==> src/rtl/dtmr_pkg.sv <==
package dtmr_pkg;
  localparam int CSR_W  = 11;
  localparam int B_MODE = 0;
  localparam int B_DOWN = 1;
  localparam int B_GEN  = 2;
  localparam int B_CAPT = 3;
  localparam int B_ARLD = 4;
  localparam int B_LOAD = 5;
  localparam int B_IE   = 6;
  localparam int B_RUN  = 7;
  localparam int B_FLAG = 8;
  localparam int B_PWM  = 9;
  localparam int B_ALL  = 10;

  typedef enum logic [1:0] {
    RSEL_CSR  = 2'd0,
    RSEL_LOAD = 2'd1,
    RSEL_CNT  = 2'd2,
    RSEL_NONE = 2'd3
  } rsel_e;
endpackage

==> src/rtl/dtmr_channel.sv <==
module dtmr_channel
  import dtmr_pkg::*;
#(
  parameter int DATA_W = 32
) (
  input  logic              clk,
  input  logic              rst_n,
  input  logic              wr_csr,
  input  logic              wr_load,
  input  logic [DATA_W-1:0] wdata,
  output logic [DATA_W-1:0] csr_o,
  output logic [DATA_W-1:0] load_o,
  output logic [DATA_W-1:0] cnt_o,
  output logic              irq_o
);
  localparam logic [DATA_W-1:0] ONE  = DATA_W'(1);
  localparam logic [DATA_W-1:0] ZERO = '0;
  localparam logic [DATA_W-1:0] MAXV = '1;

  logic [CSR_W-1:0]  csr_q, csr_d;
  logic [DATA_W-1:0] load_q, load_d;
  logic [DATA_W-1:0] cnt_q, cnt_d;
  logic              at_end, roll;
  logic              csr_we, cnt_we;

  // next-state logic
  always_comb begin
    csr_d  = csr_q;
    load_d = load_q;
    cnt_d  = cnt_q;
    at_end = csr_q[B_DOWN] ? (cnt_q == ZERO) : (cnt_q == MAXV);
    roll   = csr_q[B_RUN] && !csr_q[B_LOAD] && at_end;

    if (csr_q[B_LOAD]) begin
      cnt_d = load_q;
    end else if (csr_q[B_RUN]) begin
      if (at_end) begin
        if (csr_q[B_ARLD]) cnt_d = load_q;
      end else begin
        cnt_d = csr_q[B_DOWN] ? (cnt_q - ONE) : (cnt_q + ONE);
      end
    end

    if (wr_csr) begin
      csr_d         = wdata[CSR_W-1:0];
      csr_d[B_FLAG] = csr_q[B_FLAG] & ~wdata[B_FLAG];
    end
    if (roll) begin
      csr_d[B_FLAG] = 1'b1;
      if (!csr_q[B_ARLD] && !wr_csr) csr_d[B_RUN] = 1'b0;
    end

    if (wr_load) load_d = wdata;
  end

  assign csr_we = wr_csr | roll;
  assign cnt_we = csr_q[B_LOAD] | csr_q[B_RUN];

  // registers with explicit clock enables
  always_ff @(posedge clk or negedge rst_n) begin
    if (!rst_n) begin
      csr_q  <= '0;
      load_q <= '0;
      cnt_q  <= '0;
    end else begin
      if (csr_we)  csr_q  <= csr_d;
      if (wr_load) load_q <= load_d;
      if (cnt_we)  cnt_q  <= cnt_d;
    end
  end

  assign csr_o  = {{(DATA_W-CSR_W){1'b0}}, csr_q};
  assign load_o = load_q;
  assign cnt_o  = cnt_q;
  assign irq_o  = csr_q[B_FLAG] & csr_q[B_IE];

  assert_preload_R3: assert property (@(posedge clk) disable iff (!rst_n)
    csr_q[B_LOAD] |=> cnt_q == $past(load_q));

  assert_step_up_R4: assert property (@(posedge clk) disable iff (!rst_n)
    (csr_q[B_RUN] && !csr_q[B_LOAD] && !csr_q[B_DOWN] && cnt_q != MAXV)
      |=> cnt_q == $past(cnt_q) + ONE);

  assert_step_down_R4: assert property (@(posedge clk) disable iff (!rst_n)
    (csr_q[B_RUN] && !csr_q[B_LOAD] && csr_q[B_DOWN] && cnt_q != ZERO)
      |=> cnt_q == $past(cnt_q) - ONE);

  assert_flag_set_R5: assert property (@(posedge clk) disable iff (!rst_n)
    (csr_q[B_RUN] && !csr_q[B_LOAD] &&
     ((csr_q[B_DOWN] && cnt_q == ZERO) || (!csr_q[B_DOWN] && cnt_q == MAXV)))
      |=> csr_q[B_FLAG]);

  assert_oneshot_stop_R6: assert property (@(posedge clk) disable iff (!rst_n)
    (csr_q[B_RUN] && !csr_q[B_LOAD] && !csr_q[B_ARLD] && !wr_csr &&
     ((csr_q[B_DOWN] && cnt_q == ZERO) || (!csr_q[B_DOWN] && cnt_q == MAXV)))
      |=> (!csr_q[B_RUN] && $stable(cnt_q)));

  assert_reload_R7: assert property (@(posedge clk) disable iff (!rst_n)
    (csr_q[B_RUN] && !csr_q[B_LOAD] && csr_q[B_ARLD] && !wr_csr &&
     ((csr_q[B_DOWN] && cnt_q == ZERO) || (!csr_q[B_DOWN] && cnt_q == MAXV)))
      |=> (csr_q[B_RUN] && cnt_q == $past(load_q)));
endmodule

==> src/rtl/dtmr_regmux.sv <==
module dtmr_regmux
  import dtmr_pkg::*;
#(
  parameter int DATA_W  = 32,
  parameter int NUM_TMR = 2,
  parameter int ADDR_W  = 5
) (
  input  logic                            bus_wr,
  input  logic [ADDR_W-1:0]               bus_addr,
  input  logic [NUM_TMR-1:0][DATA_W-1:0]  csr_v,
  input  logic [NUM_TMR-1:0][DATA_W-1:0]  load_v,
  input  logic [NUM_TMR-1:0][DATA_W-1:0]  cnt_v,
  output logic [NUM_TMR-1:0]              wr_csr,
  output logic [NUM_TMR-1:0]              wr_load,
  output logic [DATA_W-1:0]               rdata
);
  localparam int SEL_W = ADDR_W - 4;

  logic             word_ok;
  logic [SEL_W-1:0] sel;
  rsel_e            idx;

  assign word_ok = (bus_addr[1:0] == 2'b00);
  assign sel     = bus_addr[ADDR_W-1:4];
  assign idx     = rsel_e'(bus_addr[3:2]);

  for (genvar i = 0; i < NUM_TMR; i++) begin : g_dec
    assign wr_csr[i]  = bus_wr && word_ok && (sel == SEL_W'(i)) && (idx == RSEL_CSR);
    assign wr_load[i] = bus_wr && word_ok && (sel == SEL_W'(i)) && (idx == RSEL_LOAD);
  end

  always_comb begin
    rdata = '0;
    if (word_ok && (int'(sel) < NUM_TMR)) begin
      case (idx)
        RSEL_CSR:  rdata = csr_v[sel];
        RSEL_LOAD: rdata = load_v[sel];
        RSEL_CNT:  rdata = cnt_v[sel];
        default:   rdata = '0;
      endcase
    end
  end
endmodule

==> src/rtl/dual_timer.sv <==
module dual_timer
  import dtmr_pkg::*;
#(
  parameter int DATA_W  = 32,
  parameter int NUM_TMR = 2,
  localparam int ADDR_W = 4 + $clog2(NUM_TMR)
) (
  input  logic              clk,
  input  logic              rst_n,
  input  logic              bus_wr,
  input  logic [ADDR_W-1:0] bus_addr,
  input  logic [DATA_W-1:0] bus_wdata,
  output logic [DATA_W-1:0] bus_rdata,
  output logic              irq
);
  logic [1:0]                       rst_sync_q;
  logic                             rst_core_n;
  logic [NUM_TMR-1:0][DATA_W-1:0]   csr_v, load_v, cnt_v;
  logic [NUM_TMR-1:0]               wr_csr, wr_load, irq_v;

  // asynchronous assertion, synchronous release
  always_ff @(posedge clk or negedge rst_n) begin
    if (!rst_n) rst_sync_q <= 2'b00;
    else        rst_sync_q <= {rst_sync_q[0], 1'b1};
  end
  assign rst_core_n = rst_sync_q[1];

  dtmr_regmux #(
    .DATA_W (DATA_W),
    .NUM_TMR(NUM_TMR),
    .ADDR_W (ADDR_W)
  ) u_regmux (
    .bus_wr  (bus_wr),
    .bus_addr(bus_addr),
    .csr_v   (csr_v),
    .load_v  (load_v),
    .cnt_v   (cnt_v),
    .wr_csr  (wr_csr),
    .wr_load (wr_load),
    .rdata   (bus_rdata)
  );

  for (genvar i = 0; i < NUM_TMR; i++) begin : g_tmr
    dtmr_channel #(.DATA_W(DATA_W)) u_chan (
      .clk    (clk),
      .rst_n  (rst_core_n),
      .wr_csr (wr_csr[i]),
      .wr_load(wr_load[i]),
      .wdata  (bus_wdata),
      .csr_o  (csr_v[i]),
      .load_o (load_v[i]),
      .cnt_o  (cnt_v[i]),
      .irq_o  (irq_v[i])
    );
  end

  assign irq = |irq_v;

  logic [NUM_TMR-1:0] flag_v;
  for (genvar i = 0; i < NUM_TMR; i++) begin : g_flag
    assign flag_v[i] = csr_v[i][B_FLAG];
  end

  assert_irq_has_flag_R9: assert property (@(posedge clk) disable iff (!rst_core_n)
    irq |-> (flag_v != '0));

  assert_undef_write_R11: assert property (@(posedge clk) disable iff (!rst_core_n)
    (bus_wr && (bus_addr[1:0] != 2'b00 || bus_addr[3:2] == 2'b11))
      |=> ($stable(load_v) && $stable(flag_v)));
endmodule

==> config.mk <==
export PLATFORM = sky130hd
export DESIGN_NAME = dual_timer
export DESIGN_NICKNAME = d
export VERILOG_FILES = /design/src/rtl/dtmr_pkg.sv /design/src/rtl/dtmr_channel.sv /design/src/rtl/dtmr_regmux.sv /design/src/rtl/dual_timer.sv
export SDC_FILE = /design/constraint.sdc
export NUM_CORES = 1
export LEC_CHECK = 0
export BUFFER_PORTS_ARGS = -buffer_cell sky130_fd_sc_hd__buf_4
export CELL_PAD_IN_SITES_DETAIL_PLACEMENT = 0
export CELL_PAD_IN_SITES_GLOBAL_PLACEMENT = 2
export CORE_MARGIN = 10
export CORE_UTILIZATION = 39
export DETAILED_ROUTE_END_ITERATION = 16
export PLACE_DENSITY = 0.85
export SLEW_MARGIN = 40
export SYNTH_ARGS = -nofsm -noshare
export SYNTH_HDL_FRONTEND = slang
export SYNTH_SLANG_ARGS = --single-unit
==> constraint.sdc <==
create_clock -name clk -period 6.76 [get_ports clk]
set_clock_uncertainty 0.15 [all_clocks]
set_input_delay 0.338 -clock clk [delete_from_list [all_inputs] [get_ports clk]]
set_output_delay 0.338 -clock clk [all_outputs]
set_load 0.05 [all_outputs]
==> flow_summary.json, run 1 <==
{
  "status": "finished clean",
  "post-place-ws_ns": 2.97,
  "tightest_slew_ns": 0.723,
  "hpwl_mm": 26.2,
  "cp_max_fo": 41,
  "max_stage_delay_ns": 0.56,
  "rsz0062_at_grt": "no",
  "final_area_mm2": 0.0128,
  "root_buffer": "clkbuf_16",
  "vias_per_cell": 5.72,
  "drv_cap": 0,
  "wl_per_cell_um": 20.4,
  "clk_pin_slew_ns": 0.06,
  "start_kind": "register",
  "end_kind": "register",
  "arrival_ns": 4.04,
  "p_int_uw": 2960,
  "ios": 73,
  "antenna_found_initial": 0,
  "cts-resized-gates": 0,
  "final-hold-violation-count": 0,
  "vias": 9711,
  "p_clk_share_pct": 17.4,
  "power.total_uw": 5520,
  "post_dp_cell_area_mm2": 0.0121,
  "cts_buffers": 17,
  "period_share_pct": 56.9,
  "switching_share_pct": 46.4,
  "path_cells": "nor4_1 -> nand4_1 -> o41ai_4 -> nand2b_1 -> a21oi_4 -> buf_4 -> nor2_1 -> or4_1 -> a31oi_1",
  "fmax_ghz": 0.260,
  "synth.most_common_cell": "dfrtp_1",
  "die_area_mm2": 0.0360,
  "power.leakage_uw": 0.00573,
  "drc_errors": 0,
  "start_util_pct": 39.3,
  "relSlewSlack_pct": 51.8,
  "synth_area_leaders": "dfrtp_1 (34%), mux2_2 (8.7%), mux2i_1 (7.0%)",
  "vdd_drop_max_mv": 0.154,
  "seqPwrFrac_pct": 29.9,
  "worst_path_max_delay_cell": "nor4_1",
  "clockBufferDepth": 2,
  "postRouteAntennaNets": 0,
  "synthesis.area_mm2": 0.0112,
  "synth_top_area_share_pct": 33.9,
  "syn-instance-count": 1266,
  "hp-class": "input port to register",
  "seq_area_frac_synth_pct": 33.9,
  "drive_gt1_share_pct": 17.2,
  "core_area_mm2": 0.0285,
  "switching_power_uw": 2560,
  "drt-total-wl_mm": 34.7,
  "synth_edf_count": 0,
  "yosysTopAreaCell": "dfrtp_1",
  "grt_pass1_wl_mm": 55.4,
  "yosys-top-cells-count": "dfrtp_1 (152), a21oi_1 (120), nand2_1 (118), nor2_1 (103)",
  "gp_congestion": 0.849,
  "fin_tns_setup_ns": 0,
  "drtIter0Drc": 739,
  "ys_ff_latch": 152,
  "multiInputGateArea_mm2": 0.00709,
  "area_growth_pct": 13.8,
  "dieHeight_um": 190,
  "worstPathRequired_ns": 6.95,
  "synth_top_flop_cell": "dfrtp_1",
  "grt_max_degree": 69,
  "die_w_um": 190,
  "fin_hold_ws_ns": 0.0128,
  "synthArstFlopShare_pct": 100,
  "setup_viol": 0,
  "seq_area_mm2": 0.00381,
  "clk_latency_ns": 0.43,
  "combinationalPowerShare_pct": 52.7,
  "path_class": "register to register",
  "pwr_density_cell_mw_per_mm2": 432,
  "cts_tree": "done",
  "syn_area_per_cell_um2": 8.87,
  "synth_warnings": 0,
  "rows": 62,
  "yosysUniqueCellTypes": 68,
  "period_needed_ns": 3.85,
  "grt_pass1_vias": 9554,
  "htreeDepth": 4,
  "grt_overflow_total": 0,
  "cts_setup_buffers": 0,
  "fin_ws_ns": 2.91,
  "io_buffers": 72,
  "grt_usage_pct": 19.3,
  "nets": 1403,
  "synth_fp_nets": 1368,
  "diodes": 0,
  "slew_viol_final": 0,
  "cts.sinks": 152,
  "drtPass1Iterations": 5,
  "num-fill-cells": 2892
}
==> stage by stage <==
stage / std cells / utilization, %
2_1_floorplan: 1266 / -
3_5_place_dp: 1660 / 42.4
6_report: 1698 / 44.7
4_1_cts: 1697 / 44.6
5_1_grt: 1698 / 44.7
3_3_place_gp: 1660 / 42.3
==> cell type report <==
type | count | area share (%)
Sequential cell | 152 | 29.8
Timing Repair Buffer | 91 | 5.60
Multi-Input combinational cell | 1017 | 55.5
Clock buffer | 17 | 3.33
Inverter | 22 | 0.647
Clock inverter | 15 | 1.32
Tap cell | 384 | 3.76
==> worst max-delay path: cells and delay by family, from the launching register on <==
kind / cells / cell delay [ns]
simple gates: 5 / 1.52
buf+inv: 1 / 0.46
compound gates: 3 / 1.19
flops: 1 / 0.43
==> what timing repair did <==
action	4_1_cts	5_1_grt
endpoints found under the hold margin	7	0
endpoints found under the setup margin	0	0
hold buffers	5	0
==> layout by cell type, fill, tap and decap left out, types with 19 or more instances in the layout <==
cell,netlist,final
nor3_1,21,20
nor2_1,103,103
nand2_1,118,117
nand3_1,24,24
a21o_1,29,29
dfrtp_1,152,151
mux2i_1,78,78
mux2_2,87,87
ha_1,60,60
xnor2_1,21,21
a211oi_1,34,34
buf_4,1,83
o21ai_0,87,87
nor4_1,20,19
inv_1,22,22
nand4_1,31,31
a21oi_1,120,119
xor2_1,28,28
==> cells by family after synthesis <==
family	share of synthesized area, %
simple gates	15.9
other cells	0.0334
fa+ha+maj	7.05
xor+xnor	3.82
mux	15.7
compound gates	20.2
buf+inv	3.40
flops	33.9
==> power groups by stage <==
stage | Clock [µW] | Combinational, µW | Sequential, µW
finish | 961 | 2910 | 1650
global route | 1020 | 3280 | 1690
CTS | 976 | 2890 | 1640
detailed placement | 0 | 2870 | 1660
global placement | 0 | 2870 | 1640
floorplan | 0 | 2250 | 1470
==> state kept, by name (all words and copies together) (netlist names) <==
signal / count
g_tmr.u_chan.load_o: 64
g_tmr.u_chan.cnt_o: 64
g_tmr.u_chan.csr_q: 22
rst_sync_q: 2
==> path summary, 6_finish.rpt <==
| check | from | end | cells after the start | slack (ns) |
|---|---|---|---|---|
| min in group asynchronous | rst_n | rst_sync_q[1]$_DFF_PN0_ | 2 | 0.07 |
| min | bus_wdata[25] | g_tmr[1].u_chan.load_o[25]$_DFFE_PN0P_ | 2 | 0.01 |
| max reg2reg | g_tmr[1].u_chan.cnt_o[6]$_DFFE_PN0P_ | g_tmr[1].u_chan.cnt_o[31]$_DFFE_PN0P_ | 9 | 2.91 |
| max | g_tmr[1].u_chan.cnt_o[6]$_DFFE_PN0P_ | g_tmr[1].u_chan.cnt_o[31]$_DFFE_PN0P_ | 9 | 2.91 |
| max in group asynchronous | rst_sync_q[1]$_DFF_PN0_ | g_tmr[0].u_chan.load_o[11]$_DFFE_PN0P_ | 2 | 5.21 |
| min reg2reg | rst_sync_q[1]$_DFF_PN0_ | g_tmr[0].u_chan.cnt_o[3]$_DFFE_PN0P_ | 0 | 0.09 |
==> metal layers <==
metal / share of wire [%] / GRT usage, % / up-vias
met5: 0 / 0 / -
li1: - / - / 4743
met2: 46 / 29.7 / 169
met1: 50 / 28.1 / 4769
met4: 1.6 / 4.79 / 0
met3: 3.0 / 2.09 / 30
Note: power is estimated with default switching activity, not from simulation.
==> run 2, diff against run 1 <==
- ABC_AREA: default -> 1
- CORE_UTILIZATION: 39 -> 34
- PLACE_DENSITY: 0.85 -> 0.86
- clock period: 6.76 -> 3.7 ns (I/O delays scaled with it)
==> run 2 against run 1 <==
Against the previous run:
- final area increased by 22%
- die area increased by 35%
- register-to-register slack got worse by 2.1 ns
- routed wire length increased by 49%
- combinational power increased to 2.7 times the previous value
- synthesized cell count increased by 84%
- non-clock buffer count increased by 32
- critical path type unchanged
- critical endpoint is now g_tmr[1].u_chan.cnt_o[19]$_DFFE_PN0P_
- largest power group unchanged
- highest routed layer unchanged
==> flow_summary.json, run 2 <==
{
  "layout_common_cells": "nand2_1 (935), inv_1 (377), nor2_1 (211)",
  "htreeDepth": 4,
  "wl_met2_mm": 22.5,
  "antenna_found_initial": 1,
  "ctsHoldBuffers": 34,
  "diodes": 0,
  "syn_area_per_cell_um2": 5.88,
  "final-hold-violation-count": 0,
  "yosys.area_share.adder_pct": 5.78,
  "slew_viol_final": 0,
  "p_clk_share_pct": 14.9,
  "postRouteAntennaNets": 0,
  "root_buffer": "clkbuf_16",
  "cp_max_fo": 24,
  "p_int_uw": 5990,
  "drive_gt1_share_pct": 6.70,
  "period_needed_ns": 2.91,
  "yosysUniqueCellTypes": 37,
  "status": "finished clean",
  "synth_compound_area_share_pct": 10.6,
  "synth_top_area_share_pct": 27.8,
  "synth.mux.area_fraction_pct": 0.741,
  "final_area_mm2": 0.0156,
  "wl_per_cell_um": 17.5,
  "die_w_um": 221,
  "grt_pass1_vias": 14151,
  "vias_per_cell": 4.94,
  "synth_warnings": 0,
  "drt-met1-wl_mm": 24.8,
  "post_synth_xor_area_fraction_pct": 1.73,
  "drc_errors": 0,
  "cts.sinks": 152,
  "cts_buffers": 17,
  "top_layer": "met4",
  "drtPass1Iterations": 8,
  "pwr_density_cell_mw_per_mm2": 832,
  "drv_cap": 0,
  "synth.most_common_cell": "nand2_1",
  "switching_power_uw": 6990,
  "tightest_slew_ns": 0.769,
  "period_share_pct": 78.5,
  "cts_tree": "done",
  "grt_pass1_wl_mm": 80.6,
  "nets": 2506,
  "vdd_drop_max_mv": 0.371,
  "grt_max_degree": 66,
  "seqPwrFrac_pct": 25.1,
  "synthesis.area_mm2": 0.0137,
  "mostFrequentLayoutCell": "nand2_1",
  "wl_met3_mm": 3.03,
  "rsz0062_at_grt": "no",
  "synthSimpleGateAreaFrac_pct": 39.9,
  "gp_congestion": 0.910,
  "synth_edf_count": 0,
  "fin_tns_setup_ns": 0,
  "cts_setup_buffers": 0,
  "synth_fp_nets": 2430,
  "setup_viol": 0,
  "fmax_ghz": 0.344,
  "cts-resized-gates": 0,
  "worstPathRequired_ns": 3.88,
  "combinationalPowerShare_pct": 59.9,
  "die_area_mm2": 0.0487,
  "seq_area_mm2": 0.00381,
  "end_kind": "register",
  "relSlewSlack_pct": 48.7,
  "hp-class": "input port to register",
  "clk_pin_slew_ns": 0.07,
  "power.leakage_uw": 0.00856,
  "clockBufferDepth": 2,
  "ys_ff_latch": 152,
  "yosysTopAreaCell": "dfrtp_1",
  "synth_top_flop_cell": "dfrtp_1",
  "grt_overflow_total": 0,
  "drt-total-wl_mm": 51.6,
  "seq_area_frac_synth_pct": 27.8,
  "core_area_mm2": 0.0397,
  "arrival_ns": 3.08,
  "synthArstFlopShare_pct": 100,
  "io_buffers": 72,
  "num-fill-cells": 4370,
  "multiInputGateArea_mm2": 0.00805,
  "post_dp_cell_area_mm2": 0.0146,
  "start_util_pct": 34.4,
  "drtIter0Drc": 1126,
  "synth_top_family_by_area": "simple AND/OR/NAND/NOR gates",
  "hpwl_mm": 39.8,
  "ios": 73,
  "rows": 73,
  "clk_latency_ns": 0.44,
  "dieHeight_um": 221,
  "switching_share_pct": 53.9,
  "grt_usage_pct": 21.3,
  "yosys-top-cells-count": "nand2_1 (935), inv_1 (378), nor2_1 (213), dfrtp_1 (152)",
  "area_growth_pct": 14.0,
  "start_kind": "register",
  "synth_area_leaders": "dfrtp_1 (28%), nand2_1 (26%), inv_1 (10%)",
  "path_class": "register to register",
  "vias": 14526,
  "syn-instance-count": 2328
}
[run 2: cell types whose count changed after synthesis, sizes merged, moves of 29 or more]
cell | before | now
o21ai | 91 | 153
nand2 | 118 | 941
mux2i | 78 | 0
a21oi | 122 | 91
inv | 22 | 383
a21o | 29 | 0
a211oi | 34 | 0
mux2 | 87 | 9
nor2 | 103 | 217
nand3 | 24 | 150
[run 2: routing by layer]
layer  GRT usage [%]  up-vias
met5               0        -
met4            5.99        0
met3            2.84       57
met2            33.3      411
met1            30.0     6720
li1                -     7338
[run 2: path summary, 6_finish.rpt]
kind                                                 startpoint                               endpoint  slack, ns  cells after the start
setup / recovery           g_tmr[1].u_chan.csr_q[1]$_DFFE_PN0P_  g_tmr[1].u_chan.cnt_o[19]$_DFFE_PN0P_       0.79                     11
hold / removal                                           bus_wr  g_tmr[0].u_chan.load_o[8]$_DFFE_PN0P_       0.16                      5
setup reg to reg           g_tmr[1].u_chan.csr_q[1]$_DFFE_PN0P_  g_tmr[1].u_chan.cnt_o[19]$_DFFE_PN0P_       0.79                     11
hold reg to reg                         rst_sync_q[0]$_DFF_PN0_                rst_sync_q[1]$_DFF_PN0_       0.21                      0
max in group asynchronous               rst_sync_q[1]$_DFF_PN0_  g_tmr[0].u_chan.cnt_o[20]$_DFFE_PN0P_       2.17                      1
min in group asynchronous               rst_sync_q[1]$_DFF_PN0_   g_tmr[1].u_chan.cnt_o[0]$_DFFE_PN0P_       0.25                      0
[run 2: cell families after synthesis]
logic type	Yosys count
xor gates and xnor gates	27
adders and majority gates	62
other	1
buffers and inverters	449
and+or+nand+nor	1357
AOI/OAI and AO/OA	271
DFF	152
muxes	9
[run 2: worst max-delay path, stage by stage (launching register included)]
cell     delay [ns]
dfrtp_1        0.65
buf_4          0.42
ha_1           0.29
nand2_1        0.12
inv_1          0.09
nand2_1        0.07
nor2_1         0.27
nand4_1        0.24
nand4_1        0.16
nand3_1        0.13
nand3_1        0.12
nand2_1        0.06
[run 2: power by group through the flow]
stage	combinational, µW	sequential, µW	clock (µW)
finish	7780	3260	1940
global route	8950	3340	2030
floorplan	5860	2830	0
detailed placement	7710	3290	0
global placement	7670	3290	0
CTS	7800	3260	1960
[run 2: stage by stage]
step	power (µW)	setup WS [ns]	util, %	std cells	hold WS [ns]
finish	13000	0.794	39.3	2942	0.156
global route	14300	0.527	39.3	2942	0.193
CTS	13000	0.814	39.3	2942	0.142
detailed placement	11000	0.835	36.8	2876	-0.182
global placement	11000	0.617	36.8	2876	-0.182
floorplan	8690	1.03	-	2328	-0.261
[run 2: cell type report]
| cell class | count | share of cell area (%) |
|---|---|---|
| multi-input combinational | 1727 | 51.6 |
| sequential | 152 | 24.4 |
| timing repair buffer | 123 | 6.55 |
| inverter | 383 | 9.22 |
| clock inverter | 14 | 1.18 |
| clock buffer | 18 | 2.82 |
| tap | 525 | 4.21 |
